[src/rtl/isqrt_pkg.sv]
package isqrt_pkg;

    localparam int DEF_RAD_W = 32;

    typedef enum logic [1:0] {
        PH_IDLE = 2'd0,
        PH_ITER = 2'd1,
        PH_FIX  = 2'd2
    } phase_e;

    typedef struct packed {
        logic load;
        logic step;
        logic fix;
    } ctl_t;

    function automatic int root_width(input int rad_w);
        return rad_w / 2;
    endfunction

    function automatic int rem_reg_width(input int rad_w);
        return rad_w / 2 + 2;
    endfunction

endpackage

[src/rtl/isqrt_ctrl.sv]
module isqrt_ctrl
    import isqrt_pkg::*;
#(
    parameter int STEPS = 16
) (
    input  logic clk,
    input  logic rst,
    input  logic start,
    output ctl_t ctl,
    output logic busy,
    output logic done
);
    localparam int CNT_W = (STEPS > 1) ? $clog2(STEPS) : 1;

    phase_e             phase;
    logic [CNT_W-1:0]   cnt;

    always_ff @(posedge clk) begin
        if (rst) begin
            phase <= PH_IDLE;
            cnt   <= '0;
            done  <= 1'b0;
        end else begin
            done <= 1'b0;
            case (phase)
                PH_IDLE: begin
                    if (start) begin
                        phase <= PH_ITER;
                        cnt   <= CNT_W'(STEPS - 1);
                    end
                end
                PH_ITER: begin
                    if (cnt == '0) phase <= PH_FIX;
                    else           cnt   <= cnt - 1'b1;
                end
                PH_FIX: begin
                    phase <= PH_IDLE;
                    done  <= 1'b1;
                end
                default: phase <= PH_IDLE;
            endcase
        end
    end

    always_comb begin
        ctl.load = (phase == PH_IDLE) && start;
        ctl.step = (phase == PH_ITER);
        ctl.fix  = (phase == PH_FIX);
        busy     = (phase != PH_IDLE);
    end


    cnt_dec_chk: assert property (@(posedge clk) disable iff (rst)
        (phase == PH_ITER && cnt != '0) |=> (phase == PH_ITER && cnt == $past(cnt) - 1'b1));


    done_pulse_chk: assert property (@(posedge clk) disable iff (rst)
        done |=> !done);


    done_after_fix_chk: assert property (@(posedge clk) disable iff (rst)
        done |-> ($past(phase) == PH_FIX && !busy));


    busy_start_ignored_chk: assert property (@(posedge clk) disable iff (rst)
        (phase == PH_ITER && start) |=> busy);

endmodule

[src/rtl/isqrt_addsub.sv]
module isqrt_addsub #(
    parameter int ROOT_W = 16,
    localparam int REM_W = ROOT_W + 2
) (
    input  logic [REM_W-1:0]  rem_in,
    input  logic [1:0]        pair,
    input  logic [ROOT_W-1:0] q_in,
    output logic [REM_W-1:0]  rem_out,
    output logic              bit_out
);
    logic              neg;
    logic [REM_W-1:0]  shifted;
    logic [REM_W-1:0]  opnd;

    always_comb begin
        neg     = rem_in[REM_W-1];
        shifted = {rem_in[REM_W-3:0], pair};
        // negative: append 11 and add; non-negative: append 01 and subtract
        opnd    = {q_in, neg, 1'b1};
        rem_out = neg ? (shifted + opnd) : (shifted - opnd);
        bit_out = ~rem_out[REM_W-1];
    end
endmodule

[src/rtl/isqrt_datapath.sv]
module isqrt_datapath
    import isqrt_pkg::*;
#(
    parameter int RAD_W = 32,
    localparam int ROOT_W = RAD_W / 2,
    localparam int REM_W  = ROOT_W + 2
) (
    input  logic              clk,
    input  logic              rst,
    input  ctl_t              ctl,
    input  logic [RAD_W-1:0]  rad_i,
    output logic [ROOT_W-1:0] root_o,
    output logic [ROOT_W:0]   rem_o
);
    logic [RAD_W-1:0]  d_r;
    logic [ROOT_W-1:0] q_r;
    logic [REM_W-1:0]  r_r;
    logic [REM_W-1:0]  step_rem;
    logic              step_bit;

    isqrt_addsub #(.ROOT_W(ROOT_W)) i_addsub (
        .rem_in (r_r),
        .pair   (d_r[RAD_W-1 -: 2]),
        .q_in   (q_r),
        .rem_out(step_rem),
        .bit_out(step_bit)
    );

    always_ff @(posedge clk) begin
        if (rst) begin
            d_r <= '0;
            q_r <= '0;
            r_r <= '0;
        end else if (ctl.load) begin
            d_r <= rad_i;
            q_r <= '0;
            r_r <= '0;
        end else if (ctl.step) begin
            d_r <= {d_r[RAD_W-3:0], 2'b00};
            r_r <= step_rem;
            q_r <= {q_r[ROOT_W-2:0], step_bit};
        end else if (ctl.fix) begin
            if (r_r[REM_W-1]) r_r <= r_r + {1'b0, q_r, 1'b1};
        end
    end

    assign root_o = q_r;
    assign rem_o  = r_r[ROOT_W:0];


    fix_nonneg_chk: assert property (@(posedge clk) disable iff (rst)
        ctl.fix |=> !r_r[REM_W-1]);

endmodule

[src/rtl/isqrt_nr.sv]
module isqrt_nr
    import isqrt_pkg::*;
#(
    parameter int RAD_W = DEF_RAD_W,
    localparam int ROOT_W = root_width(RAD_W)
) (
    input  logic              clk,
    input  logic              rst,
    input  logic              start,
    input  logic [RAD_W-1:0]  radicand,
    output logic              busy,
    output logic              done,
    output logic [ROOT_W-1:0] root,
    output logic [ROOT_W:0]   rem
);
    ctl_t ctl;

    isqrt_ctrl #(.STEPS(ROOT_W)) i_ctrl (
        .clk  (clk),
        .rst  (rst),
        .start(start),
        .ctl  (ctl),
        .busy (busy),
        .done (done)
    );

    isqrt_datapath #(.RAD_W(RAD_W)) i_dp (
        .clk   (clk),
        .rst   (rst),
        .ctl   (ctl),
        .rad_i (radicand),
        .root_o(root),
        .rem_o (rem)
    );


    rem_bound_chk: assert property (@(posedge clk) disable iff (rst)
        done |-> ({1'b0, rem} <= {root, 2'b00} >> 1));


    hold_chk: assert property (@(posedge clk) disable iff (rst)
        (!busy && !start) |=> ($stable(root) && $stable(rem)));


    done_idle_chk: assert property (@(posedge clk) disable iff (rst)
        busy |-> !done);

endmodule

[config.mk]
export PLATFORM = sky130hd
export DESIGN_NAME = isqrt_nr
export DESIGN_NICKNAME = d
export VERILOG_FILES = /design/src/rtl/isqrt_pkg.sv /design/src/rtl/isqrt_ctrl.sv /design/src/rtl/isqrt_addsub.sv /design/src/rtl/isqrt_datapath.sv /design/src/rtl/isqrt_nr.sv
export SDC_FILE = /design/constraint.sdc
export NUM_CORES = 1
export LEC_CHECK = 0
export BUFFER_PORTS_ARGS = -buffer_cell sky130_fd_sc_hd__buf_2
export CAP_MARGIN = 20
export CORE_MARGIN = 3
export CORE_UTILIZATION = 50
export DETAILED_ROUTE_END_ITERATION = 8
export PLACE_DENSITY = 0.82
export RECOVER_POWER = 100
export SLEW_MARGIN = 10
export SYNTH_ARGS = -nofsm -noshare
export SYNTH_HDL_FRONTEND = slang
export SYNTH_SLANG_ARGS = --single-unit
[constraint.sdc]
create_clock -name clk -period 4.3 [get_ports clk]
set_clock_uncertainty 0.2 [all_clocks]
set_input_delay 0.43 -clock clk [delete_from_list [all_inputs] [get_ports clk]]
set_output_delay 0.43 -clock clk [all_outputs]
set_load 0.05 [all_outputs]
Word-level counts from Yosys, hierarchy flattened
Index checks and enable logic that the tools add are counted.
{ "totals": {"ff_bits": 73, "in_bits": 35} }
{ "classes": {"n_addsub": 4, "eq_ne": 5, "n_mux": 13, "bitwise": 1, "reduce_logical": 12} }
{ "ops": {"columns": ["cell", "n"], "rows": [
  ["$mux W18", 4],
  ["$mux W32", 2],
  ["$add A18 B17 Y18", 1],
  ["$add A18 B18 Y18", 1],
  ["$sub A18 B18 Y18", 1],
  ["$reduce_bool A2 Y1", 5],
  ["$mux W4", 2],
  ["$pmux W4 S2", 1],
  ["$logic_not A4 Y1", 1],
  ["$mux W2", 2],
  ["$ne A2 B2 Y1 const B", 2],
  ["$pmux W2 S2", 1],
  ["$reduce_and A2 Y1", 2],
  ["$sub A4 B1 Y4 const B", 1],
  ["$reduce_and A3 Y1", 1],
  ["$eq A2 B1 Y1 const B", 1],
  ["$eq A2 B2 Y1 const B", 1],
  ["$logic_not A2 Y1", 1],
  ["$ne A2 B1 Y1 const B", 1],
  ["$reduce_or A2 Y1", 1],
  ["$logic_and A1 B1 Y1", 1],
  ["$mux W1", 1],
  ["$not A1 Y1", 1]
]} }

Logic depth before layout (Yosys ltp)
Gate-level depths: netlist of the first run.
{ "logic_depth": {"depth_word": 4, "depth_mapped": 12} }

Modules after synthesis
A second synthesis of the first run with hierarchy kept.
{ "unflattened": {"cells_unflattened": 638, "hier_area_um2": 5062.4} }
{ "by_module_without_submodules": {"columns": ["module", "instances", "cells_per_inst", "area_per_inst_um2"], "rows": [
  ["isqrt_datapath", 1, 469, 3759.9],
  ["isqrt_addsub", 1, 138, 984.7],
  ["isqrt_ctrl", 1, 31, 317.8]
]} }

Least setup slack after synthesis of the first run
No wires, ideal clock.
{ "synth_timing": {"kind": "register to register", "startpoint": "reg i_dp.r_r[17]", "endpoint": "reg i_dp.r_r[15]", "arrival_time_ns": 2.719, "required_time_ns": 3.978, "path_slack_ns": 1.259, "stages_incl_launch_ff": 13, "n_path_buf": 4, "synth_period_minus_slack_ns": 3.041, "cell_sequence": "dfxtp_1 > clkbuf_1 > buf_2 > buf_2 > xnor2_1 > ha_1 > clkbuf_1 > a2111oi_0 > o221a_1 > a21oi_1 > mux2_2 > o31ai_1 > nand2_1"} }
{ "synth_via": {"elab_chain_cells": 3, "elab_cells_between_ends": 6, "classes_between": "2 x add/sub; 2 x mux; 2 x reduce/logical"} }
{ "synth_rtl": {"columns": ["item", "line", "source"], "rows": [
  ["from (decl)", "isqrt_datapath.sv:17", "logic [REM_W-1:0] r_r;"],
  ["from (signal assigned)", "isqrt_datapath.sv:40", "r_r <= step_rem;"],
  ["from (signal assigned)", "isqrt_datapath.sv:43", "if (r_r[REM_W-1]) r_r <= r_r + {1'b0, q_r, 1'b1};"],
  ["$sub A18 B18 Y18 or $add A18 B18 Y18 (tied branches)", "isqrt_addsub.sv:20", "rem_out = neg ? (shifted + opnd) : (shifted - opnd);"],
  ["$mux W18", "isqrt_addsub.sv:20", null],
  ["$mux W18", "isqrt_datapath.sv:38", "end else if (ctl.step) begin"]
]} }
Several ways; a longest one is shown, not always the timed one.
A chain may end at the register's enable or synchronous reset.

Worst setup path in the final report of the first run
{ "layout_timing": {"startpoint": "reg i_dp.r_r[17]", "endpoint": "reg i_dp.r_r[16]"} }
The elaborated chain is that of the path after synthesis.

==> results of run 1 <==
-- layout make-up --
type | count | area share (%)
multi-input combinational | 475 | 59.93
sequential | 73 | 26.25
timing repair buffer | 76 | 6.090
tap | 133 | 2.989
clock buffer | 10 | 2.292
clock inverter | 6 | 1.236
inverter | 18 | 1.213
-- per-layer routing --
| metal | routed length, um | vias to the layer above | track usage [%] |
|---|---|---|---|
| met4 | 327 | 0 | 9.197 |
| met2 | 6179 | 161 | 37.35 |
| li1 | - | 2326 | - |
| met1 | 6175 | 2228 | 30.21 |
| met3 | 787 | 25 | 3.659 |
| met5 | 0 | - | 0 |
-- cells in the final DEF (no fill, tap or decap), types with 3 or more instances in the layout --
master | synthesis | final
buf_2 | 6 | 34
and4_1 | 4 | 4
buf_4 | 17 | 3
nor2_1 | 68 | 68
clkinv_4 | 0 | 3
o31ai_1 | 3 | 3
dfxtp_1 | 73 | 73
and3_1 | 5 | 5
xor2_1 | 10 | 10
clkbuf_8 | 0 | 9
and2_1 | 3 | 3
a211oi_1 | 38 | 38
a21oi_1 | 43 | 43
nand2_1 | 41 | 40
nand3_1 | 12 | 12
o21ai_0 | 21 | 21
o211ai_1 | 6 | 6
nor2b_1 | 11 | 11
o221ai_1 | 4 | 4
a21o_1 | 9 | 9
mux2i_1 | 50 | 50
inv_1 | 17 | 17
xnor2_1 | 24 | 24
o2111ai_1 | 3 | 3
o21a_1 | 4 | 4
ha_1 | 36 | 35
nand2b_1 | 8 | 8
clkbuf_1 | 33 | 40
nand4_1 | 6 | 6
a31oi_1 | 9 | 9
o211a_1 | 3 | 3
nor3_1 | 12 | 12
a2111oi_0 | 3 | 3
a221oi_1 | 5 | 5
-- per-stage QoR --
step                      cells  utilization, %
after floorplan             623               -
after detailed placement    775           55.05
after global placement      775           55.05
after global routing        791           56.44
after CTS                   791           57.04
final                       791           56.44
-- sequential cells by signal, indices dropped and copies added, names as in the netlist --
name,count
i_dp.r_r,18
i_ctrl.done,1
i_ctrl.phase,2
i_dp.root_o,16
i_dp.d_r,32
i_ctrl.cnt,4
-- critical path, stage by stage, from the launching register on --
cell	delay, ns
dfxtp_1	0.75
clkbuf_1	0.58
xnor2_1	0.18
ha_1	0.40
a21oi_1	0.31
nand2_1	0.11
o211a_1	0.26
a21oi_1	0.34
a31oi_1	0.15
o211a_1	0.23
-- kinds of logic (layout without fill, tap and decap cells) --
logic type               count (synthesis)  count (layout)  synth area share, %
flip-flops                              73              73                28.45
AND/OR/NAND/NOR                        180             180                16.39
buffers and inverters                   75             110                6.870
multiplexers                            52              52                10.18
AO/OA/AOI/OAI                          172             172                23.14
XOR/XNOR                                34              34                5.798
adder cells (fa/ha/maj)                 37              37                9.160
-- power breakdown --
group	switching [mW]	total, mW	internal [mW]
Combinational	0.624	1.01	0.390
Clock	0.274	0.544	0.270
Sequential	0.0698	0.829	0.759
Total	0.968	2.39	1.42
-- how the worst max path moves through the flow --
stage                     depth (start not counted)                 startpoint  slack, ns                           to
after floorplan                                  12  i_dp.r_r[17]$_SDFFE_PP0P_       1.26    i_dp.r_r[15]$_SDFFE_PP0P_
after CTS                                         9  i_dp.r_r[17]$_SDFFE_PP0P_       1.14  i_dp.root_o[0]$_SDFFE_PP0P_
after global placement                            9  i_dp.r_r[17]$_SDFFE_PP0P_       1.31  i_dp.root_o[0]$_SDFFE_PP0P_
final                                             9  i_dp.r_r[17]$_SDFFE_PP0P_       0.68    i_dp.r_r[16]$_SDFFE_PP0P_
after detailed placement                          9  i_dp.r_r[17]$_SDFFE_PP0P_       1.18  i_dp.root_o[0]$_SDFFE_PP0P_
after global routing                              9  i_dp.r_r[17]$_SDFFE_PP0P_       0.48  i_dp.root_o[0]$_SDFFE_PP0P_
==> metrics.md, run 1 <==
| Metric | Value |
|---|---|
| Outcome | finished with violations |
| Violated checks | capacitance limit, slew limit |
| Die Footprint | ~12000 um2 |
| Synthesized cell area | 5136 um2 |
| Routability cong. | slightly below 1 |
| Die width | between 100 and 150 um |
| Number of synthesized flops with an enable pin | 0 |
| PostCTS Resize Cnt | 0 |
| Reg2reg path depth | 9 |
| # hold bufs at CTS | 0 |
| Global-route wire length before repair | about 21 mm |
| Crit Path Class | flip-flop to flip-flop |
| Critical Path Fanout Max | 13 |
| Starting density of the core | approximately 52% |
| RSZ-0062 raised after global routing | no |
| Number of H-tree levels | 3 |
| Dpl hpwl | a little under 10 mm |
| Main synth FF type | dfxtp_1 |
| Pre-CTS setup slack | 1.176 ns |
| PortBufs | 69 |
| Largest net degree at the start of global routing | 64 |
| Vias | between 4k and 5k |
| Mapped Nets | between 600 and 700 |
| Fill count | just over 900 |
| DRC Markers | 0 |
| Nets@finish | 725 |
| Hold Path Class | input port to flip-flop |
| Worst r2r dst | i_dp.r_r[16]$_SDFFE_PP0P_ |
| Area of the multi-input gates | between 3000 and 4000 um2 |
| Per-cell routed wire length | around 17 um |
| Hold_ws | 0.1382 ns |
| Yosys cell types | 59 |
| Most frequent cells after synthesis | 73 x dfxtp_1, 68 x nor2_1, 50 x mux2i_1 |
| Worst slew margin | -60.29% |
| CTS tree | built |
| Largest cells by area after synthesis | dfxtp_1 28%, mux2i_1 9.7%, ha_1 8.8% |
| Clk sinks | 73 |
| Register area share after synthesis | 28.45% |
| Insertion delay to the later sink of the worst-skew pair | 0.35 ns |
| Initial antenna violation count | 0 |
| Slew at the pin with the worst max-slew slack | between 2 and 2.5 ns |
| Pre-Repair DR Iteration Count | 5 |
| Flops & latches, synth | 73 |
| Final Power | around 2.4 mW |
| Post-synth top area cell | dfxtp_1 |
| DIE HEIGHT | around 110 um |
| Crit path arrival time | 3.67 ns |
| Post-CTS Setup Bufs | 0 |
| Hold Path Sink | i_dp.d_r[1]$_SDFFE_PP0P_ |
| Crit Reg-Reg Startpoint | i_dp.r_r[17]$_SDFFE_PP0P_ |
| Worst vdd ir | roughly 0.19 mV |
| Register area | roughly 1500 um2 |
| Hold_sp | radicand[1] |
| Ys Warns | 0 |
| Static Leakage | approximately 2.2 nW |
| Area of the core | 9864 um2 |
| Global route overflow | 0 |
| Asr flop ratio synth | 0% |
| Tmin final | around 3.6 ns |
| Mapped Cells | between 600 and 700 |
| CTS Root Cell | clkbuf_8 |
| Top cell type's share of synthesized area | 28.45% |
| Final setup viols | 0 |
| Final Hold Vio Count | 0 |
| Layout cells sized above 1 | 8.967% |
| Hold path depth | 3 |
| DR vias/cell | between 5 and 6 |
| Total Routed Length | around 13 mm |
| Worst Path Required | roughly 4.3 ns |
| Total power density per cell area | ~430 nW/um2 |
| Final worst-path cycle share | between 80% and 90% |
| Setup crit start kind | flip-flop |
| Post-route cell area | 5568 um2 |
| Reg2reg setup slack | 0.68 ns |
| Setup TNS | 0 ns |
| Final setup margin | 0.6754 ns |
| Synthesized area per cell | between 8 and 9 um2 |
| Total of max-cap violations | 1 |
| Fmax | 275.9 MHz |
| CTS clk-pin slew, worst paths | about 0.080 ns |
| # IOs | 70 |
| Most frequent cell after synthesis | dfxtp_1 |
| Slew Limit Fails | 64 |
| Layout area overhead | 8.404% |
| Ant. Diodes | 0 |
| Post-placement cell area | about 5400 um2 |
| Detail Route Antenna Nets | 0 |
| Total Routing Usage GR | a little under a quarter |
| Max clock buf depth | 2 |
| CP Capture Type | flip-flop |
| Vias in the first global route | between 4k and 5k |
| TritonCTS Buffers | 9 |
| Iter 0 DRT Violations | 318 |
| Rows | 36 |
(Power assumes the default switching activity.)
==> inputs of run 2 (changes only) <==
Settings changed: ABC_AREA set to 1, PLACE_DENSITY 0.82 to 0.84.
Clock period 4.3 ns to 3.2 ns, I/O delays scaled along.
==> metrics.md, run 2 <==
| Metric | Value |
|---|---|
| # IOs | 70 (unchanged) |
| Main synth FF type | dfxtp_1 |
| Max FFs per register | 32 (unchanged) |
| Hold Path Sink | i_dp.d_r[10]$_SDFFE_PP0P_ |
| Reg2reg path depth | 9 (unchanged) |
| Number of synthesized flops with an enable pin | 0 (unchanged) |
| Flops & latches, synth | 73 (unchanged) |
| DIE HEIGHT | 110.7 um (+3.1%) |
| Area of the core | 10510 um2 (+6.5%) |
| Mapped Nets | 956 (+38%) |
| Internal | 1.929 mW (+36%) |
| Post-route cell area | 5948 um2 (+6.8%) |
| Worst slew margin | 4.160% (+64 points) |
| Final worst-path cycle share | 84.15% (-0.14 points) |
| Register area share after synthesis | 26.67% (-1.8 points) |
| Iter 0 DRT Violations | 392 (+23%) |
| Crit Reg-Reg Startpoint | i_ctrl.phase[1]$_SDFFE_PP0P_ |
| Switch Pwr | 1.430 mW (+48%) |
| Clock power frac | 25.5% (+2.7 points) |
| Delay-heaviest family, CP | simple AND/OR/NAND/NOR gates |
| DR vias/cell | 5.245 (-12%) |
| Total Routed Length | 13.81 mm (+2.5%) |
| Reg2reg setup slack | 0.51 ns (-0.17 ns) |
| Setup TNS | 0 ns (unchanged) |
| Total of max-cap violations | 0 (-1) |
| Vias | 5591 (+18%) |
| PortBufs | 69 (unchanged) |
| Final Hold Vio Count | 0 (unchanged) |
| Post-placement cell area | 5767 um2 (+6.2%) |
| Vias in the first global route | 4980 (+14%) |
| Top cell type's share of synthesized area | 26.67% (-1.8 points) |
| Outcome | finished, final reports clean |
| Mapped Cells | 884 (+42%) |
| Final setup viols | 0 (unchanged) |
| Fin util | 56.60% (+0.16 points) |
| Detail Route Antenna Nets | 0 (unchanged) |
| Number of H-tree levels | 3 (unchanged) |
| Final setup margin | 0.5073 ns (-0.1682 ns) |
| Dpl hpwl | 10.41 mm (+6.1%) |
| RSZ-0062 raised after global routing | no |
| Worst r2r dst | i_dp.r_r[13]$_SDFFE_PP0P_ |
| Hold path depth | 3 (unchanged) |
| Starting density of the core | 52.15% (+0.082 points) |
| Cell Chain, Critical Path | inv_1 -> ha_1 -> inv_4 -> nand2_1 -> clkinv_1 -> nand3_1 -> nand3_1 -> nand2_1 -> inv_1 |
| CTS clk-pin slew, worst paths | 0.09 ns (about the same) |
| Global route overflow | 0 (unchanged) |
| Largest net degree at the start of global routing | 50 (-22%) |
| Routability cong. | 0.9102 (-8.0%) |
| Fill count | 1051 (+16%) |
| Setup crit start | i_ctrl.phase[1]$_SDFFE_PP0P_ |
| Clk sinks | 73 (unchanged) |
| CTS Root Cell | clkbuf_8 |
| Initial antenna violation count | 0 (unchanged) |
| Die Footprint | 12250 um2 (+6.3%) |
| Pre-CTS setup slack | 0.9497 ns (-0.2261 ns) |
| Synthesized area per cell | 6.199 um2 (-25%) |
| Critical Path Max Stage Delay | 0.52 ns (-0.23 ns) |
| Worst Path Required | 3.26 ns (-1.08 ns) |
| Die width | 110.7 um (+3.1%) |
| Fmax | 371.4 MHz (+35%) |
| CP Buf/Inv Count | 4 (+3) |
| Global-route wire length before repair | 23.09 mm (+9.1%) |
| Final Power | 3.358 mW (+41%) |
| Largest Register | i_dp.d_r |
| Setup crit start kind | flip-flop |
| Ant. Diodes | 0 (unchanged) |
| Crit Path Class | flip-flop to flip-flop |
| Layout cells sized above 1 | 8.710% (-0.26 points) |
| DRC Markers | 0 (unchanged) |
| Commonest cells after routing, fill and taps aside | 267 x nand2_1, 122 x inv_1, 117 x a21oi_1 |
| CP Capture Type | flip-flop |
| Crit-path slowest cell | ha_1 |
| Ys Warns | 0 (unchanged) |
| Per-cell routed wire length | 12.95 um (-24%) |
| Hold_sp | radicand[10] |
| Switching Fraction | 42.57% (+2.0 points) |
| Slew at the pin with the worst max-slew slack | 1.438 ns (-0.9667 ns) |
| Yosys cell types | 38 (-36%) |
| Nets@finish | 997 (+38%) |
| Post-synth top area cell | dfxtp_1 |
| Gate power share | 42.3% (-0.2 points) |
| Static Leakage | 2.920 nW (+32%) |
| Total power density per cell area | 564.6 nW/um2 (+32%) |
| Max clock buf depth | 2 (unchanged) |
| Hold Path Class | input port to flip-flop |
| Reg power frac | 32.2% (-2.5 points) |
| Slew Limit Fails | 0 (-100%) |
| Crit path arrival time | 2.75 ns (-0.92 ns) |
| Worst vdd ir | 0.3854 mV (+100%) |
| CTS tree | built |
| Total Routing Usage GR | 22.35% (-0.54 points) |
| Most frequent cells after synthesis | 266 x nand2_1, 121 x inv_1, 117 x a21oi_1 |
| Critical Path Fanout Max | 16 (+3) |
| Commonest non-fill, non-tap cell in the layout | nand2_1 |
| Rows | 37 (+2.8%) |
| Asr flop ratio synth | 0% (unchanged) |
| TritonCTS Buffers | 9 (unchanged) |
| Insertion delay to the later sink of the worst-skew pair | 0.36 ns (about the same) |
| Largest cells by area after synthesis | dfxtp_1 27%, nand2_1 18%, a21oi_1 11% |
| Most frequent cell after synthesis | nand2_1 |
| Layout area overhead | 8.539% |
| Tmin final | 2.693 ns (-0.9318 ns) |
| Pre-Repair DR Iteration Count | 5 (unchanged) |
| Synthesized cell area | 5480 um2 (+6.7%) |
run 2: metal layers:
metal / up-vias / GRT usage (%) / routed length, um
met2: 172 / 35.32 / 6192
met5: - / 0 / 0
li1: 2878 / - / -
met4: 0 / 8.046 / 307
met1: 2514 / 30.59 / 6377
met3: 27 / 3.985 / 928
run 2: power by group through the flow:
| stage | Sequential, mW | Combinational, mW | Clock [mW] |
|---|---|---|---|
| CTS | 1.08 | 1.42 | 0.867 |
| detailed placement | 1.10 | 1.41 | 0 |
| global route | 1.09 | 1.61 | 0.899 |
| floorplan | 1.09 | 1.16 | 0 |
| finish | 1.08 | 1.42 | 0.857 |
| global placement | 1.10 | 1.38 | 0 |
run 2: cell families after synthesis:
logic type | Yosys count | synth area share, %
compound gates | 175 | 16.71
xor+xnor | 20 | 3.196
fa+ha+maj | 37 | 8.584
buf+inv | 176 | 14.06
flops | 73 | 26.67
simple gates | 403 | 30.78
run 2: worst reg2reg max path: stages, from the launching register on:
cell and delay [ns]:
dfxtp_1 0.32, inv_1 0.09, ha_1 0.52, inv_4 0.12, nand2_1 0.35, clkinv_1 0.41
nand3_1 0.29, nand3_1 0.16, nand2_1 0.09, inv_1 0.03
run 2: repair_timing:
item | in CTS | in global routing
hold endpoints to repair | 1 | 0
hold buffers | 1 | 0
endpoints found under the setup margin | 0 | 0
setup buffers | 0 | 0
gates resized for setup | 0 | 0
run 2: stage by stage:
step	hold WS, ns	cells
2_1_floorplan	0.2392	884
6_report	0.02544	1066
4_1_cts	0.009850	1066
3_5_place_dp	0.2567	1049
3_3_place_gp	0.2509	1049
5_1_grt	0.02645	1066
run 2: worst max-delay path by stage:
stage	end	cells past startpoint
floorplan	i_dp.r_r[12]$_SDFFE_PP0P_	14
global placement	i_dp.r_r[9]$_SDFFE_PP0P_	14
detailed placement	i_dp.r_r[16]$_SDFFE_PP0P_	14
CTS	i_dp.r_r[16]$_SDFFE_PP0P_	14
global route	i_dp.r_r[13]$_SDFFE_PP0P_	9
finish	i_dp.r_r[13]$_SDFFE_PP0P_	9
run 2: cell type report:
| cell class | instances | area [um2] | area share, % |
|---|---|---|---|
| multi-input combinational | 635 | 3241 | 54.48 |
| clock buffer | 9 | 123.9 | 2.082 |
| inverter | 129 | 486.7 | 8.183 |
| clock inverter | 7 | 107.6 | 1.809 |
| sequential | 73 | 1461 | 24.57 |
| tap | 136 | 170.2 | 2.861 |
| timing repair buffer | 77 | 357.8 | 6.016 |
